## src/rtl/hbus_pkg.sv

```systemverilog
package hbus_pkg;

   typedef enum logic {
      BUS_SPLIT  = 1'b0,
      BUS_DIRSTB = 1'b1
   } bus_mode_e;

   typedef struct packed {
      logic reg_rd;
      logic reg_wr;
      logic dma_rd;
      logic dma_wr;
   } acc_t;

   localparam int LANE_W = 8;

   function automatic logic odd_par(input logic [LANE_W-1:0] b);
      return ~(^b);
   endfunction

endpackage

```

## src/rtl/hbus_sync.sv

```systemverilog
module hbus_sync #(
   parameter int        W      = 4,
   parameter int        STAGES = 2,
   parameter logic [W-1:0] RST_VAL = '0
) (
   input  logic         clk,
   input  logic         rst_n,
   input  logic [W-1:0] d,
   output logic [W-1:0] q
);

   generate
      if (STAGES < 2) begin : g_bad_stages
         $error("hbus_sync: STAGES must be at least 2");
      end
   endgenerate

   logic [W-1:0] chain [STAGES];

   genvar s;
   generate
      for (s = 0; s < STAGES; s++) begin : g_stage
         if (s == 0) begin : g_first
            always_ff @(posedge clk or negedge rst_n) begin
               if (!rst_n) chain[s] <= RST_VAL;
               else        chain[s] <= d;
            end
         end else begin : g_next
            always_ff @(posedge clk or negedge rst_n) begin
               if (!rst_n) chain[s] <= RST_VAL;
               else        chain[s] <= chain[s-1];
            end
         end
      end
   endgenerate

   assign q = chain[STAGES-1];

endmodule

```

## src/rtl/hbus_decode.sv

```systemverilog
module hbus_decode
   import hbus_pkg::*;
(
   input  logic bus_mode,
   input  logic sel_reg_n,
   input  logic sel_dma_n,
   input  logic rd_dir,
   input  logic wr_strb,
   output acc_t lvl
);

   logic want_rd;
   logic want_wr;
   logic reg_on;
   logic dma_on;

   always_comb begin
      if (bus_mode_e'(bus_mode) == BUS_DIRSTB) begin
         want_rd = !wr_strb &&  rd_dir;
         want_wr = !wr_strb && !rd_dir;
      end else begin
         want_rd = !rd_dir;
         want_wr = !wr_strb && rd_dir;
      end
   end

   // register select outranks the DMA select
   assign reg_on = !sel_reg_n;
   assign dma_on = !sel_dma_n && sel_reg_n;

   always_comb begin
      lvl.reg_rd = reg_on && want_rd;
      lvl.reg_wr = reg_on && want_wr;
      lvl.dma_rd = dma_on && want_rd;
      lvl.dma_wr = dma_on && want_wr;
   end

endmodule

```

## src/rtl/hbus_edge.sv

```systemverilog
module hbus_edge
   import hbus_pkg::*;
(
   input  logic clk,
   input  logic rst_n,
   input  acc_t lvl,
   output acc_t fire,
   output acc_t stb,
   output acc_t lvl_q
);

   assign fire = lvl & ~lvl_q;

   always_ff @(posedge clk or negedge rst_n) begin
      if (!rst_n) begin
         lvl_q <= '0;
         stb   <= '0;
      end else begin
         lvl_q <= lvl;
         stb   <= fire;
      end
   end

endmodule

```

## src/rtl/hbus_lanes.sv

```systemverilog
module hbus_lanes
   import hbus_pkg::*;
#(
   parameter int DATA_W = 16,
   localparam int LANES = DATA_W / LANE_W
) (
   input  logic              rd_reg_q,
   input  logic              rd_dma_q,
   input  logic [LANE_W-1:0] reg_rdata,
   input  logic [DATA_W-1:0] dma_rdata,
   input  logic              chk_reg,
   input  logic              chk_dma,
   input  logic [DATA_W-1:0] wdata,
   input  logic [LANES-1:0]  wpar,
   output logic [DATA_W-1:0] hdata_o,
   output logic [LANES-1:0]  hpar_o,
   output logic [LANES-1:0]  hlane_oe,
   output logic [LANES-1:0]  mism
);

   genvar i;
   generate
      for (i = 0; i < LANES; i++) begin : g_lane
         logic [LANE_W-1:0] rbyte;
         logic              drive;
         logic              take;

         if (i == 0) begin : g_low
            assign drive = rd_dma_q || rd_reg_q;
            assign take  = chk_dma  || chk_reg;
            assign rbyte = rd_dma_q ? dma_rdata[LANE_W-1:0] : reg_rdata;
         end else begin : g_high
            assign drive = rd_dma_q;
            assign take  = chk_dma;
            assign rbyte = dma_rdata[i*LANE_W +: LANE_W];
         end

         assign hlane_oe[i]                 = drive;
         assign hdata_o[i*LANE_W +: LANE_W] = drive ? rbyte : '0;
         assign hpar_o[i]                   = drive ? odd_par(rbyte) : 1'b0;
         assign mism[i] = take &&
                          (wpar[i] != odd_par(wdata[i*LANE_W +: LANE_W]));
      end
   endgenerate

endmodule

```

## src/rtl/hbus_host_if.sv

```systemverilog
module hbus_host_if
   import hbus_pkg::*;
#(
   parameter int DATA_W      = 16,
   parameter int ADDR_W      = 5,
   parameter int SYNC_STAGES = 2,
   localparam int LANES      = DATA_W / LANE_W
) (
   input  logic              clk,
   input  logic              rst_n,
   input  logic              bus_mode,
   input  logic              sel_reg_n,
   input  logic              sel_dma_n,
   input  logic              rd_dir,
   input  logic              wr_strb,
   input  logic [ADDR_W-1:0] haddr,
   input  logic [DATA_W-1:0] hdata_i,
   input  logic [LANES-1:0]  hpar_i,
   output logic [DATA_W-1:0] hdata_o,
   output logic [LANES-1:0]  hpar_o,
   output logic [LANES-1:0]  hlane_oe,
   output logic [ADDR_W-1:0] reg_addr,
   input  logic [LANE_W-1:0] reg_rdata,
   output logic              reg_rd_stb,
   output logic              reg_wr_stb,
   input  logic [DATA_W-1:0] dma_rdata,
   output logic              dma_rd_stb,
   output logic              dma_wr_stb,
   output logic [DATA_W-1:0] wr_data,
   output logic              par_err,
   input  logic              par_err_clr
);

   localparam int CTL_W = 4;
   localparam int PAY_W = ADDR_W + DATA_W + LANES;

   generate
      if (DATA_W % LANE_W != 0 || LANES < 1) begin : g_bad_width
         $error("hbus_host_if: DATA_W must be a whole number of bytes");
      end
      if (ADDR_W < 1) begin : g_bad_addr
         $error("hbus_host_if: ADDR_W must be positive");
      end
   endgenerate

   // control pins idle high
   logic [CTL_W-1:0] ctl_s;
   logic [PAY_W-1:0] pay_s;

   hbus_sync #(
      .W       (CTL_W),
      .STAGES  (SYNC_STAGES),
      .RST_VAL ({CTL_W{1'b1}})
   ) ctl_sync_i (
      .clk   (clk),
      .rst_n (rst_n),
      .d     ({sel_reg_n, sel_dma_n, rd_dir, wr_strb}),
      .q     (ctl_s)
   );

   hbus_sync #(
      .W       (PAY_W),
      .STAGES  (SYNC_STAGES),
      .RST_VAL ('0)
   ) pay_sync_i (
      .clk   (clk),
      .rst_n (rst_n),
      .d     ({haddr, hdata_i, hpar_i}),
      .q     (pay_s)
   );

   logic [ADDR_W-1:0] addr_s;
   logic [DATA_W-1:0] data_s;
   logic [LANES-1:0]  par_s;

   assign {addr_s, data_s, par_s} = pay_s;

   acc_t lvl;
   acc_t fire;
   acc_t stb;
   acc_t lvl_q;

   hbus_decode dec_i (
      .bus_mode  (bus_mode),
      .sel_reg_n (ctl_s[3]),
      .sel_dma_n (ctl_s[2]),
      .rd_dir    (ctl_s[1]),
      .wr_strb   (ctl_s[0]),
      .lvl       (lvl)
   );

   hbus_edge edge_i (
      .clk   (clk),
      .rst_n (rst_n),
      .lvl   (lvl),
      .fire  (fire),
      .stb   (stb),
      .lvl_q (lvl_q)
   );

   logic [LANES-1:0] mism;

   hbus_lanes #(
      .DATA_W (DATA_W)
   ) lanes_i (
      .rd_reg_q  (lvl_q.reg_rd),
      .rd_dma_q  (lvl_q.dma_rd),
      .reg_rdata (reg_rdata),
      .dma_rdata (dma_rdata),
      .chk_reg   (fire.reg_wr),
      .chk_dma   (fire.dma_wr),
      .wdata     (data_s),
      .wpar      (par_s),
      .hdata_o   (hdata_o),
      .hpar_o    (hpar_o),
      .hlane_oe  (hlane_oe),
      .mism      (mism)
   );

   always_ff @(posedge clk or negedge rst_n) begin
      if (!rst_n)          par_err <= 1'b0;
      else if (|mism)      par_err <= 1'b1;
      else if (par_err_clr) par_err <= 1'b0;
   end

   assign reg_rd_stb = stb.reg_rd;
   assign reg_wr_stb = stb.reg_wr;
   assign dma_rd_stb = stb.dma_rd;
   assign dma_wr_stb = stb.dma_wr;
   assign reg_addr   = addr_s;
   assign wr_data    = data_s;

endmodule

```

## config.mk

```make
export PLATFORM = sky130hd
export DESIGN_NAME = hbus_host_if
export DESIGN_NICKNAME = d
export VERILOG_FILES = /design/src/rtl/hbus_pkg.sv /design/src/rtl/hbus_sync.sv /design/src/rtl/hbus_decode.sv /design/src/rtl/hbus_edge.sv /design/src/rtl/hbus_lanes.sv /design/src/rtl/hbus_host_if.sv
export SDC_FILE = /design/constraint.sdc
export NUM_CORES = 1
export LEC_CHECK = 0
export BUFFER_PORTS_ARGS = -buffer_cell sky130_fd_sc_hd__buf_2
export CAP_MARGIN = 20
export CORE_AREA = 2 2 81 83
export DETAILED_ROUTE_END_ITERATION = 10
export DIE_AREA = 0 0 83 85
export PLACE_DENSITY = 0.7
export SETUP_SLACK_MARGIN = 0.5
export SLEW_MARGIN = 25
export SYNTH_ARGS = -nofsm -noshare
export SYNTH_HDL_FRONTEND = slang
export SYNTH_SLANG_ARGS = --single-unit
```

## constraint.sdc

```tcl
create_clock -name clk -period 1.4 [get_ports clk]
set_input_delay 0 -clock clk [delete_from_list [all_inputs] [get_ports clk]]
set_output_delay 0 -clock clk [all_outputs]
set_load 0.02 [all_outputs]
```

# Word-level counts from Yosys, hierarchy flattened
# Cells that the tools add are included.
classes:
  n_addsub: 0
  mul: 0
  div_mod_pow: 0
  order_cmp: 0
  eq_ne: 2
  shift: 0
  n_mux: 9
  bitwise_logic: 6
  reduce_logical: 21
op_table:
  columns: ["operator", "n"]
  rows:
  - ["$reduce_xor 8->1", 4]
  - ["$mux 8", 3]
  - ["$logic_and 1x1->1", 9]
  - ["$mux 1", 6]
  - ["$and 4x4->4", 1]
  - ["$logic_not 1->1", 4]
  - ["$not 1->1", 4]
  - ["$not 4->4", 1]
  - ["$logic_or 1x1->1", 2]
  - ["$ne 1x1->1", 2]
  - ["$reduce_bool 2->1", 1]
  - ["$reduce_or 2->1", 1]
totals:
  reg_bits: 63
  latchBits: 0
  ram_bits: 0
  rom_bits: 0
  in_bits: 55
  output_inout_bits: 46
  word_cells: 51
  mem_count: 0

# Longest topological paths before layout
# Gate-level depths: netlist of the first run.
depth:
  word_depth: 9
  depth_mapped: 5
  depth_no_buf: 5

# Modules after synthesis
# From an unflattened synthesis of the first run, not the netlist that was laid out.
unflattened:
  hier_cells: 172
  hier_area_um2: 2469.9
by_module_without_submodules:
  columns: ["mod", "instances", "cells_per_inst", "area_per_inst_um2", "seq_area_each_um2"]
  rows:
  - ["hbus_sync at pay_sync_i", 1, 69, 1323.8, 1151.1]
  - ["hbus_lanes", 1, 67, 564.3, 0.0]
  - ["hbus_edge", 1, 12, 255.2, 200.2]
  - ["hbus_sync at ctl_sync_i", 1, 12, 240.2, 210.2]
  - ["hbus_decode", 1, 8, 48.8, 0.0]
  - ["hbus_host_if", 1, 4, 37.5, 25.0]

# Worst setup path after synthesis of the first run
# OpenSTA, ideal clock, no wires.
synth_timing:
  path_kind: "register -> register"
  from: "register pay_sync_i.chain (netlist bit pay_sync_i.q[12])"
  to: "register par_err"
  setup_ps: 124
  arrival_time_ps: 1224
  t_required_ps: 1276
  path_slack_ps: 52
  path_stages_with_launch: 6
  path_buffers: 0
  synth_period_minus_slack_ps: 1348
  cell_sequence: "dfrtp_1 -> xor2_1 -> xnor3_1 -> xnor2_1 -> a21oi_1 -> o21ai_1"
synth_between:
  elab_chain_len: 6
  elab_cells_between_ends: 7
  cone_classes: "eq/ne (1); mux (1); bitwise (1); reduce/logical (4)"
synth_lines:
  columns: ["item", "line_no", "text"]
  rows:
  - ["from (decl)", "hbus_sync.sv:18", "logic [W-1:0] chain [STAGES];"]
  - ["from (signal, indexed assignment)", "hbus_sync.sv:31", "else chain[s] <= chain[s-1];"]
  - ["$reduce_xor 8->1 *", "hbus_pkg.sv:18", "return ~(^b);"]
  - ["$not 1->1 *", "hbus_pkg.sv:18", null]
  - ["$ne 1x1->1 *", "hbus_lanes.sv:42", "(wpar[i] != odd_par(wdata[i*LANE_W +: LANE_W]));"]
  - ["$logic_and 1x1->1 *", "hbus_lanes.sv:41", "assign mism[i] = take &&"]
  - ["$reduce_or 2->1 *", "hbus_host_if.sv:122", "else if (|mism) par_err <= 1'b1;"]
  - ["$mux 1 / $reduce_bool 2->1 (equally long branches)", null, null]
  - ["to (signal assigned)", "hbus_host_if.sv:121", "if (!rst_n) par_err <= 1'b0;"]
  - ["to (signal assigned)", "hbus_host_if.sv:122", null]
  - ["to (signal assigned)", "hbus_host_if.sv:123", "else if (par_err_clr) par_err <= 1'b0;"]
  - ["to (decl)", "hbus_host_if.sv:30", "output logic par_err,"]
# Mark *: on every way between the ends. The rest lies on a longest branch, timed or not.
# A chain may end at the register's enable or synchronous reset.

# Worst setup path after layout of the first run
layout_timing:
  from: "register edge_i.lvl_q[1] (netlist name)"
  to: "output port hpar_o[0]"
layout_between:
  elab_chain_len: 4
  elab_cells_between_ends: 5
  cone_classes: "mux (2); bitwise (1); reduce/logical (2)"
layout_lines:
  columns: ["item", "line_no", "text"]
  rows:
  - ["$mux 8", "hbus_lanes.sv:31", "assign rbyte = rd_dma_q ? dma_rdata[LANE_W-1:0] : reg_rdata;"]
  - ["$reduce_xor 8->1", "hbus_pkg.sv:18", null]
  - ["$not 1->1", "hbus_pkg.sv:18", null]
  - ["$mux 1 *", "hbus_lanes.sv:40", "assign hpar_o[i] = drive ? odd_par(rbyte) : 1'b0;"]
  - ["to (decl)", "hbus_host_if.sv:20", "output logic [LANES-1:0] hpar_o,"]
# Marked as above.

==> results.py, run 1 <==
metrics = {
    "status": {
        "status": "complete, but fails checks",
        "violations": "negative setup slack",
    },
    "cells_and_area": {
        "drive_gt1_share_pct": 56.1,
        "multiInputGateArea_sq_um": 781,
        "syn_to_final_growth_pct": 55.4,
        "fin_cells": 380,
        "regArea_sq_um": 1590,
        "fin_nets": 353,
        "fillCellCount": 483,
        "antennaDiodeCount": 0,
        "post-route-util_pct": 60.0,
    },
    "power_and_ir_drop": {
        "p_seq_share_pct": 46.7,
        "internal_power_mw": 3.15,
        "p_sw_share_pct": 25.9,
        "ir_drop_v": 0.000961,
        "combPwrFrac_pct": 17.5,
        "power_frac_clock_pct": 35.8,
        "p_sw_mw": 1.10,
        "power.density_nw_per_um2": 1140,
        "leakage_nw": 1.79,
        "total_power_mw": 4.25,
    },
    "placement": {
        "routabilityCongestion": 0.753,
        "dpl.hpwl_um": 3030,
        "port_buffers": 100,
        "placed_cells": 328,
    },
    "synthesis": {
        "synth_top_area_cell": "dfrtp_1",
        "seq_area_frac_synth_pct": 66.2,
        "synth_edf_count": 0,
        "ys_types": 22,
        "async_reset_ff_share_pct": 100,
        "synthesis.nets": 228,
        "synth.top_cells.by_count": "dfrtp_1, buf_4, xnor2_1",
        "synthesis.area_sq_um": 2390,
        "synth_top_area_share_pct": 57.5,
        "synth_area_leaders": "dfrtp_1, dfstp_2, buf_4",
        "avgSynthCellArea_sq_um": 13.8,
        "ys_warn_count": 0,
        "ys_ff_latch": 63,
        "synthFlopType": "dfrtp_1",
        "synth.most_common_cell": "dfrtp_1",
        "synth_cells": 173,
    },
    "critical_path": {
        "cpMostUsedCell": "xnor2_1",
        "critPathMaxFanout": 7,
        "path_buf_inv": 1,
        "end_kind": "output pin",
        "cp-start-kind": "register",
        "arrival_ps": 1590,
        "crit_slowest_cell": "dfrtp_2",
        "critPathKind": "register to output pin",
        "slowest_delay_ps": 460,
        "crit_chain": "mux2i_1 > xnor2_1 > xnor2_1 > and2_4 > buf_6",
        "crit_family": "flip-flops",
        "r2r_slack_ps": -50,
        "cp.required_ps": 1400,
    },
    "die": {
        "rows": 29,
        "design.die.area_sq_um": 7060,
        "core-area_sq_um": 6200,
        "start_util_pct": 38.6,
        "ios": 101,
        "fp.dieW_um": 83,
        "die_y_um": 85,
    },
    "sta": {
        "layout_setup_ws_ps": -188,
        "finClkSkew_ps": 5.46,
        "rsz0062_at_grt": "yes",
        "holdWs_ps": 78.7,
        "fmax_mhz": 630,
        "setup_viol": 14,
        "slew_violations": 0,
        "worst_pin_slew_ps": 316,
        "post-route-period-util_pct": 113,
        "slew_headroom_pct": 78.9,
        "hold_violations": 0,
        "fin_crit_ps": 1590,
    },
    "global_routing": {
        "grt_max_degree": 64,
        "grt_overflow": 0,
        "antenna_found_initial": 0,
        "grt_first_pass_wirelength_um": 8230,
        "grtUsageTotal_pct": 15.3,
        "grt_pass1_vias": 1829,
    },
    "run": {
        "drv_cap": 0,
    },
    "clock_network": {
        "clkSinkCount": 63,
        "clk_pin_slew_ps": 60,
        "tritoncts": "done",
        "numCtsBuffers": 9,
        "clock-root-buffer": "clkbuf_8",
        "ctsHtreeMaxLevel": 3,
        "clock_path_buffers": 2,
        "insertion_delay_ps": 340,
    },
    "detailed_routing": {
        "drc": 0,
        "routed_wl_um": 5010,
        "drt_iter0_markers": 36,
        "vias_per_cell": 4.29,
        "vias": 1632,
        "drt_pass1_iterations": 4,
        "wl_per_cell_um": 13.2,
        "ant_nets": 0,
    },
    "hold_path": {
        "hold_path_class": "primary input to register",
    },
}
==> metal layers <==
metal	track usage [%]	vias to the layer above	part of all wire, %
met5	0	-	0
met1	14.3	772	35
met3	6.81	10	7.2
li1	-	780	-
met2	28.7	70	55
met4	6.86	0	1.9
==> worst paths after layout <==
check                                       end  depth (start not counted)                  from
setup reg to reg                        par_err                          5      pay_sync_i.q[15]
hold reg to reg                 pay_sync_i.q[6]                          0  pay_sync_i.chain[29]
hold / removal                  edge_i.lvl_q[1]                          4              bus_mode
setup / recovery                      hpar_o[0]                          5       edge_i.lvl_q[1]
max in group asynchronous       ctl_sync_i.q[3]                          3                 rst_n
min in group asynchronous  pay_sync_i.chain[23]                          3                 rst_n
==> sequential cells by signal, summed over array words and instances (netlist names) <==
name and flops:
pay_sync_i.q 23, pay_sync_i.chain 23, ctl_sync_i.q 4, ctl_sync_i.chain 4, edge_i.lvl_q 4, par_err 1, edge_i.stb 4
==> what timing repair did <==
action                                  in CTS  in global routing
gates resized for setup                     58                 18
hold endpoints to repair                    90                  0
hold buffers                                28                  0
setup buffers                                6                  2
endpoints found under the setup margin      46                 48
pin swaps                                    4                  5
==> worst min-delay path: stages <==
cell and delay [ps]:
buf_2 140, nor2_4 100, nor2_4 60, nor2_2 70
==> cells by family after synthesis <==
logic type	synth area share, %
AOI/OAI and AO/OA	2.72
xor gates and xnor gates	13.3
and+or+nand+nor	8.20
muxes	1.67
buffers and inverters	7.84
DFF	66.2
==> metrics by stage <==
step | setup slack [ps] | setup TNS (ps) | instance area [sq um]
6_report | -188 | -969 | 3720
3_3_place_gp | 13.6 | 0 | 2940
5_1_grt | -319 | -2170 | 3720
3_5_place_dp | -16.8 | -16.8 | 2940
2_1_floorplan | 64.8 | 0 | 2510
4_1_cts | -206 | -1160 | 3640
==> final cells by class <==
class | instances | share of cell area [%]
clock buffer | 9 | 3.33
sequential | 63 | 42.7
timing repair buffer | 140 | 28.5
clock inverter | 7 | 1.98
tap | 77 | 2.59
multi-input combinational | 84 | 21.0
==> power by group through the flow <==
stage          combinational [mW]  sequential [mW]  clock, mW
3_5_place_dp                0.580             2.01          0
6_report                    0.744             1.98       1.52
3_3_place_gp                0.572             2.00          0
4_1_cts                     0.720             1.98       1.58
2_1_floorplan               0.387             2.01          0
5_1_grt                     0.803             2.00       1.67
==> cells in the final DEF, fill, tap and decap left out, types with 3 or more instances in the layout <==
cell and count:
dlygate4sd3_1 28, clkinv_4 3, buf_6 27, xor2_1 13, dfrtp_1 54, xnor2_1 19
o21ai_4 3, buf_4 10, nor3_2 3, nor2_4 4, nand2_1 5, and2_1 4
buf_2 73, dfstp_2 8, and2_2 5, mux2i_1 3, clkbuf_8 9, a22o_4 4
No activity file was read; power rests on OpenSTA's default activity.
==> run 2: changes to the inputs <==
- PLACE_DENSITY: 0.7 -> 0.67
- SETUP_SLACK_MARGIN: 0.5 -> unset
- clock period: 1.4 -> 1.5 ns (I/O delays scaled with it)
==> results.py, run 2 (synthesized netlist as in run 1, its figures left out) <==
metrics = {
    "placement": {
        "placed_area_sq_um": 2830,
        "routabilityCongestion": 0.790,
        "port_buffers": 100,
        "dpl.hpwl_um": 2960,
    },
    "critical_path": {
        "end_kind": "output pin",
        "cp.required_ps": 1500,
        "startpoint": "edge_i.lvl_q[1]",
        "arrival_ps": 1620,
        "r2r_start": "pay_sync_i.q[17]",
        "critPathMaxFanout": 6,
        "cp-start-kind": "register",
        "critPathKind": "register to output pin",
    },
    "detailed_routing": {
        "vias": 1582,
        "wl_per_cell_um": 11.8,
        "drt_pass1_iterations": 3,
        "vias_per_cell": 4.24,
        "routed_wl_um": 4410,
        "drc": 0,
        "ant_nets": 0,
        "drt_iter0_markers": 53,
    },
    "die": {
        "rows": 29,
        "start_util_pct": 38.6,
        "design.die.area_sq_um": 7060,
        "ios": 101,
        "core-area_sq_um": 6200,
        "die_y_um": 85,
        "fp.dieW_um": 83,
    },
    "cells_and_area": {
        "post-route-util_pct": 54.1,
        "syn_to_final_growth_pct": 40.2,
        "fin_area_sq_um": 3360,
        "antennaDiodeCount": 0,
        "multiInputGateArea_sq_um": 654,
        "drive_gt1_share_pct": 46.3,
        "fin_nets": 346,
        "fillCellCount": 529,
        "final_common_cell": "buf_2",
        "final_cell_mix": "buf_2, dfrtp_1, dlygate4sd3_1",
        "regArea_sq_um": 1590,
    },
    "status": {
        "violations": "negative setup slack",
        "status": "complete, but fails checks",
    },
    "global_routing": {
        "grt_overflow": 0,
        "grt_first_pass_wirelength_um": 7360,
        "grt_pass1_vias": 1638,
        "grt_max_degree": 60,
        "grtUsageTotal_pct": 13.8,
        "antenna_found_initial": 1,
    },
    "clock_network": {
        "ctsHtreeMaxLevel": 3,
        "insertion_delay_ps": 330,
        "numCtsBuffers": 9,
        "clock-root-buffer": "clkbuf_8",
        "tritoncts": "done",
        "clock_path_buffers": 2,
        "clk_pin_slew_ps": 60,
        "clkSinkCount": 63,
    },
    "hold_path": {
        "hold_start": "bus_mode",
        "hold_path_class": "primary input to register",
    },
    "power_and_ir_drop": {
        "power.density_nw_per_um2": 1100,
        "ir_drop_v": 0.000761,
        "leakage_nw": 1.65,
    },
    "sta": {
        "slew_violations": 0,
        "layout_setup_ws_ps": -122,
        "worst_pin_slew_ps": 300,
        "finClkSkew_ps": 4.86,
        "fin_crit_ps": 1620,
        "post-route-period-util_pct": 108,
        "slew_headroom_pct": 80.0,
        "hold_violations": 0,
        "setup_tns_ps": -122,
        "fmax_mhz": 616,
        "setup_viol": 1,
        "rsz0062_at_grt": "yes",
    },
    "run": {
        "drv_cap": 0,
    },
}
## run 2: layout make-up
type,instances,area share [%]
timing repair buffer,133,25.1
tap,77,2.87
clock inverter,3,0.522
clock buffer,13,4.73
sequential,63,47.3
multi-input combinational,84,19.5
## run 2: report_power, final
group | internal, mW | switching [mW]
clock | 0.684 | 0.588
sequential | 1.80 | 0.0449
combinational | 0.302 | 0.290
## run 2: timing repair
item	4_1_cts	5_1_grt
setup buffers	2	0
hold endpoints to repair	82	0
resized for setup	5	8
hold buffers	29	0
endpoints found under the setup margin	18	9
pin swaps	3	3
## run 2: worst paths after layout
| kind | endpoint | slack [ps] | depth (start not counted) |
|---|---|---|---|
| max in group asynchronous | pay_sync_i.q[9] | 730 | 3 |
| worst max-delay path | hpar_o[0] | -120 | 5 |
| worst max register to register | par_err | 60 | 5 |
| worst min-delay path | edge_i.lvl_q[3] | 60 | 4 |
| worst min register to register | pay_sync_i.q[10] | 350 | 0 |
| min in group asynchronous | edge_i.stb[1] | 230 | 3 |
## run 2: through the flow
| step | instances | setup slack [ps] | hold WS (ps) | power (mW) |
|---|---|---|---|---|
| floorplan | 173 | 152 | -296 | 2.21 |
| global placement | 326 | 107 | -174 | 2.38 |
| detailed placement | 326 | 41.9 | -170 | 2.39 |
| CTS | 373 | -112 | 51.3 | 3.75 |
| global route | 373 | -228 | 109 | 3.91 |
| finish | 373 | -122 | 63.3 | 3.71 |
## run 2: critical path, cell delays in order (launching register included)
cell and delay (ps):
dfrtp_2 460, mux2i_2 280, xnor2_2 150, xnor2_1 130, and2_1 150, buf_6 120
## run 2: metal layers
metal | global-route usage, % | wire length, um | vias to the layer above | share of wire [%]
met1 | 14.7 | 1660 | 715 | 38
met3 | 6.23 | 531 | 13 | 12
met4 | 8.94 | 101 | 2 | 2.3
met2 | 22.3 | 2100 | 91 | 48
li1 | - | - | 761 | -
met5 | 0 | 17 | - | 0.39
